==> config.mk <==
export PLATFORM = sky130hd
export DESIGN_NAME = mmio_decode
export DESIGN_NICKNAME = d
export VERILOG_FILES = /design/src/rtl/mmio_decode.sv
export SDC_FILE = /design/constraint.sdc
export NUM_CORES = 1
export LEC_CHECK = 0
export ABC_CLOCK_PERIOD_IN_PS = 1800
export CORE_ASPECT_RATIO = 0.5
export CORE_UTILIZATION = 41
export DETAILED_ROUTE_END_ITERATION = 7
export PLACE_DENSITY = 0.84
export SLEW_MARGIN = 20
export SYNTH_ARGS = -nofsm -noshare
export SYNTH_HDL_FRONTEND = slang
export SYNTH_SLANG_ARGS = --single-unit
==> constraint.sdc <==
create_clock -name clk -period 1.8 [get_ports clk]
set_input_delay 0.36 -clock clk [delete_from_list [all_inputs] [get_ports clk]]
set_output_delay 0.36 -clock clk [all_outputs]
set_load 0.05 [all_outputs]
==> src/rtl/mmio_decode.sv <==
module mmio_decode #(
  parameter int AW = 8,
  parameter int DW = 8,
  parameter int SYNC_STAGES = 2
) (
  input  logic          clk,
  input  logic          rst_n,
  input  logic [AW-1:0] cpu_addr,
  input  logic [DW-1:0] cpu_wdata,
  input  logic          cpu_we,
  input  logic          cpu_re,
  output logic [DW-1:0] cpu_rdata,
  output logic          ram_en,
  output logic          ram_we,
  output logic [AW-1:0] ram_addr,
  output logic [DW-1:0] ram_wdata,
  input  logic [DW-1:0] ram_rdata,
  input  logic [DW-1:0] sw_in,
  output logic [DW-1:0] led_out
);
  localparam logic [1:0] IO_REGION = 2'b11;

  logic          hit_io;
  logic [DW-1:0] sw_sync [SYNC_STAGES];
  logic          sel_io_q;
  logic [DW-1:0] io_q;

  assign hit_io    = (cpu_addr[AW-1:AW-2] == IO_REGION);
  assign ram_en    = (cpu_we | cpu_re) & ~hit_io;
  assign ram_we    = cpu_we & ~hit_io;
  assign ram_addr  = cpu_addr;
  assign ram_wdata = cpu_wdata;
  assign cpu_rdata = sel_io_q ? io_q : ram_rdata;

  always_ff @(posedge clk or negedge rst_n)
    if (!rst_n)                 led_out <= '0;
    else if (cpu_we && hit_io)  led_out <= cpu_wdata;

  genvar g;
  generate
    for (g = 0; g < SYNC_STAGES; g++) begin : g_sync
      always_ff @(posedge clk or negedge rst_n)
        if (!rst_n) sw_sync[g] <= '0;
        else        sw_sync[g] <= (g == 0) ? sw_in : sw_sync[(g == 0) ? 0 : g-1];
    end
  endgenerate

  always_ff @(posedge clk or negedge rst_n)
    if (!rst_n) begin
      sel_io_q <= 1'b0;
      io_q     <= '0;
    end else if (cpu_re) begin
      sel_io_q <= hit_io;
      if (hit_io) io_q <= sw_sync[SYNC_STAGES-1];
    end
endmodule

==> summary.txt <==
STA
  – Layout Skew: 0.00419 ns
  – FMAX: ~560 MHz
  – Final Hold Fails: 0
  – Worst Max-Slew Pin Slew: around 0.40 ns
  – RSZ-0062 raised after global routing: yes
  – Final min period: roughly 1.8 ns
  – Final setup fails: 0
  – Slew margin rel.: around three quarters
  – Fin. max-slew vios: 0
  – Final setup TNS: 0 ns
  – Final worst-path cycle share: between 90% and 100%

Power and ir drop
  – PwrDens: approximately 1100 mW/mm2
  – Sw power: a little under 0.0007 W
  – Clock power frac: around a third
  – Leakage power: approximately 0.9 nW
  – Pint: 0.00169 W
  – Worst vdd ir: slightly below 1 mV
  – Sequential Power Share: a little under two fifths
  – Sw Ratio: roughly 29%
  – Tot Pwr: about 0.0024 W
  – Power share of the combinational group: 28.5%

Clock tree
  – H-Tree Level Count: 2
  – Clock Pin Slew Worst Setup and Hold Paths: around 0.06 ns
  – Clk buf depth: 2
  – CTS resizes: 1
  – Cts hold-fix bufs: 0
  – Setup Buffers After CTS: 0
  – TritonCTS buffer count: 5
  – CTS tree: built
  – Worst-Skew Late Latency: about 0.28 ns
  – CTS root buf: clkbuf_8
  – CTS sink count: 33

Synthesis
  – FF+latch count, synth: 33
  – Syn Area/Cell: 15.6 um2
  – Synth unique cells: 10
  – Mapped Area: between 0.001 and 0.0015 mm2
  – Mapped Nets: 117
  – Post-synthesis sequential area ratio: 65.2%
  – Synthesis Warnings: 0
  – Mapped Cells: between 80 and 90

Detailed routing
  – # DRC: 0
  – Antenna Nets Post-Route: 0
  – Via Count: approximately 770
  – Wire length per cell: between 15 and 20 um
  – Starting DRC count in detailed routing: 20
  – Pre-Repair DR Iteration Count: 2
  – Routed vias/inst: roughly 4.6
  – WL final: 2.59 mm

Setup path
  – Kind of critical path: input port to primary output
  – Crit-path max cell delay: 0.55 ns
  – Worst EP required: approximately 1.4 ns
  – Setup crit end kind: primary output
  – Worst setup SP type: input port
  – Slowest-stage cell, CP: clkdlybuf4s50_1
  – Worst path arrival time: around 1.4 ns
  – Kind of cell adding the most delay to the critical path: buffers and inverters
  – Worst-path cell chain: clkdlybuf4s50_1 > a21oi_1 > buf_12
  – Crit path max fanout: 5
  – Buffers and inverters on the worst path: 2

Floorplan
  – IO Count: 70
  – Die area: approximately 0.0033 mm2
  – Die W: between 80 and 90 um
  – Initial Utilization: between 40% and 50%
  – CORE AREA: ~0.0028 mm2
  – Die Y: ~41 um
  – Num rows: 13

Status
  – Outcome: finished, final reports clean

Place
  – Dpl cell area: around 0.002 mm2
  – PortBufs: 57
  – HPWL after DPL: approximately 1.9 mm
  – RePlAce Congestion: roughly 0.64

Finish
  – Antenna diodes: 0
  – Finished Cell Area: roughly 0.0021 mm2
  – Share of cells above drive strength 1: about half
  – Synth-to-Final Area Change: 64.3%
  – Final nets: ~170

Run
  – Max Cap Violations: 0

GRT
  – Largest net degree at the start of global routing: 34
  – Global route overflow: 0
  – Gr usage total: between 15 and 20%
  – Initial antenna violation count: 0
  – First-pass GRT wire length: 3.60 mm
  – Vias in the first global route: approximately 750

Min path
  – Min-delay worst type: flop to flop
==> cells in the mapped netlist <==
library cell | n | area (um2)
dfrtp_1 | 33 | 826
mux2_2 | 24 | 270
buf_4 | 16 | 120
nand3_2 | 2 | 20.0
a21boi_0 | 1 | 7.51
a21oi_1 | 1 | 5.00
buf_2 | 1 | 5.00
inv_1 | 1 | 3.75
nor2_1 | 1 | 3.75
o21ai_0 | 1 | 5.00
==> state kept, by name (all words and copies together) (netlist names) <==
register and flops:
io_q 8, led_out 8, sel_io_q 1, sw_sync 16
==> through the flow <==
stage	hold slack [ns]	utilization [%]	worst slack, ns	instances
floorplan	0.0644	-	0.292	81
global placement	0.331	70.4	0.0756	159
detailed placement	0.337	70.4	0.0254	159
CTS	0.349	75.2	0.0138	167
global route	0.358	75.2	-0.00335	167
finish	0.348	75.2	0.0241	167
==> path summary, 6_finish.rpt <==
path	start	to	slack, ns	cells after the start
setup / recovery	cpu_addr[6]	ram_en	0.02	3
hold / removal	sw_sync[8]	sw_sync[0]	0.35	0
setup reg to reg	led_out[2]	led_out[2]	1.02	1
hold reg to reg	sw_sync[8]	sw_sync[0]	0.35	0
max in group asynchronous	rst_n	sel_io_q	1.03	2
min in group asynchronous	rst_n	sw_sync[15]	0.46	2
==> power by group through the flow <==
| stage | logic, W | clock network, W | registers [W] |
|---|---|---|---|
| floorplan | 0.000292 | 0 | 0.000993 |
| global placement | 0.000664 | 0 | 0.000882 |
| detailed placement | 0.000676 | 0 | 0.000888 |
| CTS | 0.000681 | 0.000824 | 0.000879 |
| global route | 0.000701 | 0.000857 | 0.000889 |
| finish | 0.000674 | 0.000812 | 0.000878 |
==> metal layers <==
metal  up-vias  part of all wire [%]  global-route usage (%)
li1        352                     -                       -
met1       382                    40                    17.3
met2        29                    54                    30.5
met3         4                   5.2                    7.17
met4         0                  0.43                    6.70
met5         -                     0                       0
==> cell usage in the layout (no fill, tap or decap), drive strengths merged <==
cell / netlist / layout
a21boi: 1 / 1
clkdlybuf4s50: 0 / 29
mux2: 24 / 24
clkinv: 0 / 1
o21ai: 1 / 1
buf: 17 / 29
bufinv: 0 / 2
nor2: 1 / 1
inv: 1 / 1
a21oi: 1 / 1
dfrtp: 33 / 33
nand3: 2 / 2
clkbuf: 0 / 5
==> layout make-up <==
| type | count | area [um2] |
|---|---|---|
| well taps | 37 | 46.3 |
| inverters | 1 | 3.75 |
| clock buffers | 5 | 68.8 |
| clock inverters | 3 | 65.1 |
| fillers | 164 | 684 |
| flip-flops and latches | 33 | 827 |
| multi-input cells | 30 | 312 |
| repair buffers | 58 | 758 |
==> logic make-up after synthesis <==
family,synth area share (%)
compound gates,1.38
buf+inv,10.2
flops,65.2
mux,21.3
simple gates,1.88
(Power assumes the default switching activity.)
